==> src/rtl/sdbuf_pkg.sv <==
package sdbuf_pkg;
    localparam int DATA_W     = 32;
    localparam int BPW        = DATA_W / 8;
    localparam int LINE_WORDS = 8;
    localparam int OFF_W      = $clog2(LINE_WORDS);
    localparam int ADDR_W     = 16;
    localparam int TAG_W      = ADDR_W - OFF_W;
    localparam int LINE_W     = DATA_W * LINE_WORDS;
    localparam int LMASK_W    = BPW * LINE_WORDS;

    typedef logic [TAG_W-1:0]   tag_t;
    typedef logic [OFF_W-1:0]   off_t;
    typedef logic [DATA_W-1:0]  word_t;
    typedef logic [BPW-1:0]     be_t;
    typedef logic [LINE_W-1:0]  line_t;
    typedef logic [LMASK_W-1:0] lmask_t;

    typedef enum logic [1:0] {
        ST_IDLE,
        ST_FLUSH,
        ST_FILL_REQ,
        ST_FILL_WAIT
    } ctl_state_t;

    typedef struct packed {
        logic  valid;
        tag_t  tag;
        line_t data;
    } rline_t;

    typedef struct packed {
        tag_t   tag;
        line_t  data;
        lmask_t mask;
    } wline_t;

    function automatic lmask_t place_be(off_t off, be_t be);
        return lmask_t'(be) << (int'(off) * BPW);
    endfunction

    function automatic line_t place_word(off_t off, word_t w);
        return line_t'(w) << (int'(off) * DATA_W);
    endfunction

    function automatic line_t mask_bits(lmask_t m);
        line_t b;
        for (int i = 0; i < LMASK_W; i++) b[i*8 +: 8] = {8{m[i]}};
        return b;
    endfunction

    function automatic line_t overlay(line_t base, line_t top, lmask_t m);
        line_t b;
        b = mask_bits(m);
        return (base & ~b) | (top & b);
    endfunction

    function automatic word_t pick_word(line_t l, off_t off);
        return l[int'(off)*DATA_W +: DATA_W];
    endfunction
endpackage

==> src/rtl/sdbuf_wr_merge.sv <==
module sdbuf_wr_merge
    import sdbuf_pkg::*;
(
    input  logic   clk,
    input  logic   rst,
    input  logic   merge_en,
    input  tag_t   merge_tag,
    input  off_t   merge_off,
    input  word_t  merge_data,
    input  be_t    merge_be,
    input  logic   clear,
    output wline_t wl,
    output logic   full,
    output logic   empty
);
    wline_t wl_q;
    lmask_t add_mask;

    assign add_mask = place_be(merge_off, merge_be);

    always_ff @(posedge clk) begin
        if (rst) begin
            wl_q.mask <= '0;
            wl_q.tag  <= '0;
            wl_q.data <= '0;
        end else if (clear) begin
            wl_q.mask <= '0;
        end else if (merge_en) begin
            wl_q.tag  <= merge_tag;
            wl_q.data <= overlay(wl_q.data, place_word(merge_off, merge_data), add_mask);
            wl_q.mask <= wl_q.mask | add_mask;
        end
    end

    assign wl    = wl_q;
    assign full  = &wl_q.mask;
    assign empty = ~|wl_q.mask;

    assert_merge_same_line_R5: assert property (@(posedge clk) disable iff (rst)
        merge_en && !empty |-> merge_tag == wl_q.tag);
    assert_no_merge_when_full_R6: assert property (@(posedge clk) disable iff (rst)
        merge_en |-> !full);
    assert_clear_empties_R6: assert property (@(posedge clk) disable iff (rst)
        clear |=> empty);
endmodule

==> src/rtl/sdbuf_rd_line.sv <==
module sdbuf_rd_line
    import sdbuf_pkg::*;
(
    input  logic   clk,
    input  logic   rst,
    input  logic   fill_en,
    input  tag_t   fill_tag,
    input  line_t  fill_data,
    input  logic   upd_en,
    input  tag_t   upd_tag,
    input  off_t   upd_off,
    input  word_t  upd_data,
    input  be_t    upd_be,
    output rline_t rl
);
    rline_t rl_q;

    always_ff @(posedge clk) begin
        if (rst) begin
            rl_q.valid <= 1'b0;
            rl_q.tag   <= '0;
            rl_q.data  <= '0;
        end else if (fill_en) begin
            rl_q.valid <= 1'b1;
            rl_q.tag   <= fill_tag;
            rl_q.data  <= fill_data;
        end else if (upd_en) begin
            rl_q.data <= overlay(rl_q.data, place_word(upd_off, upd_data),
                                 place_be(upd_off, upd_be));
        end
    end

    assign rl = rl_q;

    assert_update_only_on_hit_R8: assert property (@(posedge clk) disable iff (rst)
        upd_en |-> rl_q.valid && upd_tag == rl_q.tag);
    assert_fill_not_with_update_R8: assert property (@(posedge clk) disable iff (rst)
        fill_en |-> !upd_en);
    assert_fill_sets_line_R2: assert property (@(posedge clk) disable iff (rst)
        fill_en |=> rl_q.valid && rl_q.tag == $past(fill_tag));
endmodule

==> src/rtl/sdbuf_ctrl.sv <==
module sdbuf_ctrl
    import sdbuf_pkg::*;
(
    input  logic   clk,
    input  logic   rst,
    input  logic   bus_valid,
    input  logic   bus_we,
    input  tag_t   req_tag,
    input  off_t   req_off,
    input  be_t    req_be,
    output logic   bus_ready,
    output logic   bus_rvalid,
    output word_t  bus_rdata,
    input  rline_t rl,
    input  wline_t wl,
    input  logic   wb_full,
    input  logic   wb_empty,
    output logic   merge_en,
    output logic   upd_en,
    output logic   wb_clear,
    output logic   fill_en,
    output tag_t   miss_tag,
    output logic   mem_req_valid,
    output logic   mem_req_we,
    output tag_t   mem_req_tag,
    input  logic   mem_req_ready,
    input  logic   mem_rvalid
);
    ctl_state_t st, nxt;
    tag_t       miss_tag_q;
    logic       rb_hit, wb_hit;
    line_t      view_line;
    logic       rd_accept;

    assign rb_hit    = rl.valid && (rl.tag == req_tag);
    assign wb_hit    = !wb_empty && (wl.tag == req_tag);
    assign view_line = overlay(rl.data, wl.data, wb_hit ? wl.mask : '0);
    assign rd_accept = bus_ready && !bus_we;

    always_comb begin
        nxt           = st;
        bus_ready     = 1'b0;
        merge_en      = 1'b0;
        upd_en        = 1'b0;
        wb_clear      = 1'b0;
        fill_en       = 1'b0;
        mem_req_valid = 1'b0;
        mem_req_we    = 1'b0;
        mem_req_tag   = miss_tag_q;
        unique case (st)
            ST_IDLE: begin
                if (wb_full) begin
                    nxt = ST_FLUSH;
                end else if (bus_valid) begin
                    if (bus_we) begin
                        if (wb_empty || wb_hit) begin
                            bus_ready = 1'b1;
                            merge_en  = 1'b1;
                            upd_en    = rb_hit;
                        end else begin
                            nxt = ST_FLUSH;
                        end
                    end else if (rb_hit) begin
                        bus_ready = 1'b1;
                    end else begin
                        nxt = ST_FILL_REQ;
                    end
                end
            end
            ST_FLUSH: begin
                mem_req_valid = 1'b1;
                mem_req_we    = 1'b1;
                mem_req_tag   = wl.tag;
                if (mem_req_ready) begin
                    wb_clear = 1'b1;
                    nxt      = ST_IDLE;
                end
            end
            ST_FILL_REQ: begin
                mem_req_valid = 1'b1;
                if (mem_req_ready) nxt = ST_FILL_WAIT;
            end
            ST_FILL_WAIT: begin
                if (mem_rvalid) begin
                    fill_en = 1'b1;
                    nxt     = ST_IDLE;
                end
            end
            default: nxt = ST_IDLE;
        endcase
    end

    always_ff @(posedge clk) begin
        if (rst) begin
            st         <= ST_IDLE;
            miss_tag_q <= '0;
            bus_rvalid <= 1'b0;
            bus_rdata  <= '0;
        end else begin
            st         <= nxt;
            bus_rvalid <= rd_accept;
            if (rd_accept) bus_rdata <= pick_word(view_line, req_off);
            if (st == ST_IDLE && nxt == ST_FILL_REQ) miss_tag_q <= req_tag;
        end
    end

    assign miss_tag = miss_tag_q;

    assert_idle_after_reset_R1: assert property (@(posedge clk)
        $fell(rst) |-> !mem_req_valid && !bus_rvalid);
    assert_miss_reads_line_R2: assert property (@(posedge clk) disable iff (rst)
        mem_req_valid && !mem_req_we |-> mem_req_tag != rl.tag || !rl.valid);
    assert_read_hit_latency_R3: assert property (@(posedge clk) disable iff (rst)
        bus_valid && bus_ready && !bus_we |=> bus_rvalid);
    assert_write_accept_R4: assert property (@(posedge clk) disable iff (rst)
        st == ST_IDLE && bus_valid && bus_we && wb_empty |-> bus_ready);
    assert_partial_no_write_R5: assert property (@(posedge clk) disable iff (rst)
        mem_req_valid && mem_req_we && $rose(mem_req_valid) |-> $past(wb_full) || $past(bus_valid && bus_we));
    assert_full_stalls_R6: assert property (@(posedge clk) disable iff (rst)
        wb_full |-> !bus_ready);
    assert_other_line_held_R7: assert property (@(posedge clk) disable iff (rst)
        bus_valid && bus_we && !wb_empty && wl.tag != req_tag |-> !bus_ready);
    assert_stall_during_req_R10: assert property (@(posedge clk) disable iff (rst)
        mem_req_valid |-> !bus_ready);
    assert_req_hold_R10: assert property (@(posedge clk) disable iff (rst)
        mem_req_valid && !mem_req_ready |=> mem_req_valid && $stable(mem_req_we) && $stable(mem_req_tag));
    assert_be_known_R5: assert property (@(posedge clk) disable iff (rst)
        merge_en |-> !$isunknown(req_be));
endmodule

==> src/rtl/sdram_burst_buf.sv <==
module sdram_burst_buf
    import sdbuf_pkg::*;
(
    input  logic               clk,
    input  logic               rst,
    input  logic               bus_valid,
    input  logic               bus_we,
    input  logic [ADDR_W-1:0]  bus_addr,
    input  logic [DATA_W-1:0]  bus_wdata,
    input  logic [BPW-1:0]     bus_be,
    output logic               bus_ready,
    output logic               bus_rvalid,
    output logic [DATA_W-1:0]  bus_rdata,
    output logic               mem_req_valid,
    output logic               mem_req_we,
    output logic [TAG_W-1:0]   mem_req_addr,
    output logic [LINE_W-1:0]  mem_req_wdata,
    output logic [LMASK_W-1:0] mem_req_wmask,
    input  logic               mem_req_ready,
    input  logic               mem_rvalid,
    input  logic [LINE_W-1:0]  mem_rdata
);
    tag_t   req_tag;
    off_t   req_off;
    rline_t rl;
    wline_t wl;
    logic   wb_full, wb_empty;
    logic   merge_en, upd_en, wb_clear, fill_en;
    tag_t   miss_tag;
    line_t  fill_line;

    assign req_tag = bus_addr[ADDR_W-1:OFF_W];
    assign req_off = bus_addr[OFF_W-1:0];

    assign fill_line = overlay(mem_rdata, wl.data,
                               (!wb_empty && wl.tag == miss_tag) ? wl.mask : '0);

    sdbuf_ctrl u_ctrl (
        .clk           (clk),
        .rst           (rst),
        .bus_valid     (bus_valid),
        .bus_we        (bus_we),
        .req_tag       (req_tag),
        .req_off       (req_off),
        .req_be        (bus_be),
        .bus_ready     (bus_ready),
        .bus_rvalid    (bus_rvalid),
        .bus_rdata     (bus_rdata),
        .rl            (rl),
        .wl            (wl),
        .wb_full       (wb_full),
        .wb_empty      (wb_empty),
        .merge_en      (merge_en),
        .upd_en        (upd_en),
        .wb_clear      (wb_clear),
        .fill_en       (fill_en),
        .miss_tag      (miss_tag),
        .mem_req_valid (mem_req_valid),
        .mem_req_we    (mem_req_we),
        .mem_req_tag   (mem_req_addr),
        .mem_req_ready (mem_req_ready),
        .mem_rvalid    (mem_rvalid)
    );

    sdbuf_wr_merge u_wbuf (
        .clk        (clk),
        .rst        (rst),
        .merge_en   (merge_en),
        .merge_tag  (req_tag),
        .merge_off  (req_off),
        .merge_data (bus_wdata),
        .merge_be   (bus_be),
        .clear      (wb_clear),
        .wl         (wl),
        .full       (wb_full),
        .empty      (wb_empty)
    );

    sdbuf_rd_line u_rbuf (
        .clk       (clk),
        .rst       (rst),
        .fill_en   (fill_en),
        .fill_tag  (miss_tag),
        .fill_data (fill_line),
        .upd_en    (upd_en),
        .upd_tag   (req_tag),
        .upd_off   (req_off),
        .upd_data  (bus_wdata),
        .upd_be    (bus_be),
        .rl        (rl)
    );

    assign mem_req_wdata = wl.data;
    assign mem_req_wmask = wl.mask;

    assert_full_mask_on_full_R6: assert property (@(posedge clk) disable iff (rst)
        mem_req_valid && mem_req_we |-> mem_req_wmask != '0);
endmodule

==> config.mk <==
export PLATFORM = sky130hd
export DESIGN_NAME = sdram_burst_buf
export DESIGN_NICKNAME = d
export VERILOG_FILES = /design/src/rtl/sdbuf_pkg.sv /design/src/rtl/sdbuf_wr_merge.sv /design/src/rtl/sdbuf_rd_line.sv /design/src/rtl/sdbuf_ctrl.sv /design/src/rtl/sdram_burst_buf.sv
export SDC_FILE = /design/constraint.sdc
export NUM_CORES = 2
export LEC_CHECK = 0
export ABC_AREA = 1
export BUFFER_PORTS_ARGS = -buffer_cell sky130_fd_sc_hd__buf_4
export CAP_MARGIN = 40
export CELL_PAD_IN_SITES_DETAIL_PLACEMENT = 0
export CELL_PAD_IN_SITES_GLOBAL_PLACEMENT = 1
export CORE_UTILIZATION = 30
export CTS_BUF_LIST = sky130_fd_sc_hd__clkbuf_2 sky130_fd_sc_hd__clkbuf_4 sky130_fd_sc_hd__clkbuf_8
export CTS_CLUSTER_DIAMETER = 200
export DETAILED_ROUTE_END_ITERATION = 6
export PLACE_DENSITY_LB_ADDON = 0.1
export SYNTH_ARGS = -nofsm -noshare
export SYNTH_HDL_FRONTEND = slang
export SYNTH_SLANG_ARGS = --single-unit
export TNS_END_PERCENT = 1
==> constraint.sdc <==
create_clock -name clk -period 2.4 [get_ports clk]
set_input_delay 0.12 -clock clk [delete_from_list [all_inputs] [get_ports clk]]
set_output_delay 0.12 -clock clk [all_outputs]
set_load 0.1 [all_outputs]
==> impl_metrics.tcl <==
set metrics [dict create \
    track_usage_pct 35.3 \
    vias 51492 \
    wl_mm 254 \
    h-tree-depth 4 \
    fin_setup_tns_ns -170.91 \
    maxSlewViolCount 0 \
    yosysTopAreaCellShare_pct 30.3 \
    synth_most_common_cell "nor2_1" \
    crit_fanout 2 \
    drive_gt1_share_pct 28.3 \
    pwr-share-comb_pct 21.1 \
    grt_pass1_vias 47918 \
    initial_utilization_pct 30.2 \
    dieArea_um2 138000 \
    r2r_setup_slack_ns -0.57 \
    intPower_w 0.0200 \
    max_freq_mhz 329 \
    final_util_pct 44.0 \
    synth_edf_count 0 \
    synthMuxAreaShare_pct 0 \
    yosysWarnings 0 \
    power_density_nw_per_um2 498 \
    clock-skew-final_ns 0.0244 \
    status "finished with violations" \
    synth_top_family_by_area "simple AND/OR/NAND/NOR gates" \
    end_kind "output port" \
    hold_viol_final 0 \
    die_x_um 371 \
    vias_per_cell 5.32 \
    synthCells 6720 \
    route.detailed.wl_per_inst_um 26.2 \
    core_um2 135000 \
    numPortBuffers 650 \
    rows 135 \
    antenna_found_initial 15 \
    pwr-share-clk_pct 43.1 \
    fin_ws_ns -0.643 \
    routed.top_layer "met5" \
    syn_to_final_growth_pct 45.4 \
    layout.nets 8106 \
    final-setup-viol-count 589 \
    leakage_nw 26.7 \
    synth_top_area_cell "dfxtp_1" \
    finalCritPeriodShare_pct 127 \
    swShare_pct 32.5 \
    violations "negative setup slack" \
    grt_pass1_wl_mm 348 \
    drc 0 \
    drt_iter0_markers 5501 \
    synth.top_cells.by_area "dfxtp_1, nand3_1, nor2_1, nand2_1, o21ai_0" \
    hold_class "in2reg" \
    cts_sinks 619 \
    fp.dieH_um 371 \
    nFillCells 14366 \
    cp_data_arrival_time_ns 2.92 \
    syn_area_um2 40900 \
    postRouteAntennaNets 0 \
    yosys.area_share.xor_xnor_pct 0.129 \
    gp_congestion 0.977 \
    synthSimpleGateAreaFrac_pct 41.3 \
    clk_latency_ns 0.89 \
    ys_async_sr_fraction_pct 0 \
    clock_path_buffers 3 \
    hold_slack_ns 0.0933 \
    grt-ovfl-total 0 \
    pre_cts_slack_ns -0.730 \
    synth_area_per_cell_um2 6.09 \
    hpwl_mm 192 \
    power.switching_w 0.00964 \
    numCtsBuffers 133 \
    wl_met1_mm 104 \
    startpoint_type "flop" \
    ys_seq_elements 619 \
    irDropWorstVdd_v 0.000546 \
    io_pins 651 \
    wl_met3_mm 21.4 \
    ys_top_cells_by_count "nor2_1, nand2_1, nand3_1" \
    cp.required_ns 2.28 \
    cts_tree "yes" \
    clk_pin_slew_worst_paths_ns 0.05 \
    tightest_slew_ns 0.983 \
    grt_setup_unrepaired "yes" \
    syn-num-nets 7038 \
    yosys.area_share.adder_pct 0.122 \
    dr.pass1.iters 6 \
    cts-root-buf "clkbuf_8" \
    power_frac_seq_pct 35.7 \
    ys.flop_type "dfxtp_1" \
    relSlewSlack_pct 34.0 \
    synth_cell_types 40 \
    period_minus_slack_ns 3.04 \
    wl_met2_mm 111 \
    critical_path_class "reg2out" \
    cap_viol_max_count 0 \
    synth_compound_area_share_pct 11.7 \
    synth_seq_area_share_pct 30.3 \
    grt_max_degree 90 \
]
[kinds of logic after synthesis]
kind of cell | Yosys count
DFF | 619
and+or+nand+nor | 3739
buffers and inverters | 1431
AOI/OAI and AO/OA | 921
xor gates and xnor gates | 6
adders and majority gates | 4
[worst paths after layout]
check,end,depth (start not counted),startpoint
max,bus_ready,11,u_wbuf.wl[26]$_SDFFE_PP0P_
min,u_wbuf.wl[295]$_SDFFE_PP0P_,4,bus_addr[10]
max reg2reg,flop,15,u_wbuf.wl[19]$_SDFFE_PP0P_
min reg2reg,u_rbuf.rl[262]$_SDFFE_PP0P_,2,u_rbuf.rl[262]$_SDFFE_PP0P_
[layer usage]
layer  track usage, %  vias to the layer above
met5                0                        -
met4             21.1                       18
met3             6.97                      589
met2             54.3                     2391
met1             45.4                    24473
li1                 -                    24021
[critical path, cell delays in order (launching register included)]
cell	delay (ns)
dfxtp_2	0.36
buf_6	0.14
nand4_1	0.37
nor4_2	0.29
nand2_1	0.15
buf_6	0.16
nand3_2	0.08
nor2_4	0.04
buf_12	0.15
inv_8	0.07
nand2_8	0.06
buf_12	0.16
[cells in the final DEF, fill, tap and decap left out, types with 169 or more instances in the layout]
| cell | Yosys | layout |
|---|---|---|
| nor3_1 | 516 | 498 |
| inv_1 | 695 | 686 |
| nand3_1 | 798 | 515 |
| dlygate4sd3_1 | 0 | 289 |
| nor2_1 | 1040 | 1006 |
| nand3_2 | 7 | 235 |
| nand4_1 | 267 | 267 |
| clkbuf_8 | 0 | 169 |
| nand2_1 | 1015 | 979 |
| dfxtp_1 | 619 | 600 |
| buf_4 | 302 | 1177 |
| o21ai_1 | 130 | 381 |
| o21ai_0 | 649 | 268 |
[what timing repair did]
action / CTS / global route
gates resized for setup: 609 / 554
hold buffers: 289 / 0
pin swaps: 119 / 165
setup endpoints to repair: 620 / 612
setup buffers: 37 / 17
cloned: 7 / 4
hold endpoints to repair: 433 / 0
[layout make-up]
cell class / count / area (um^2) / area share (%)
antenna: 11 / 27.5 / 0.0463
inverter: 748 / 2880 / 4.84
timing repair buffer: 1616 / 14300 / 24.0
tap: 1781 / 2230 / 3.75
multi-input combinational: 4670 / 24800 / 41.7
clock buffer: 216 / 2680 / 4.50
clock inverter: 12 / 140 / 0.236
sequential: 619 / 12400 / 20.9
[power groups by stage]
stage,clock [W],combinational (W),sequential (W)
2_1_floorplan,0,0.00258,0.0107
3_3_place_gp,0,0.00502,0.0108
3_5_place_dp,0,0.00503,0.0108
4_1_cts,0.0130,0.00596,0.0106
5_1_grt,0.0134,0.00646,0.0106
6_report,0.0128,0.00626,0.0106
[stage by stage]
step                      cells  area, um^2  total power [W]
after detailed placement   9090       49600           0.0158
after CTS                  9644       57900           0.0295
final                      9673       59500           0.0296
after floorplan            6720       41000           0.0133
after global placement     9084       49500           0.0158
after global routing       9666       59500           0.0305
No activity file was read; power rests on OpenSTA's default activity.
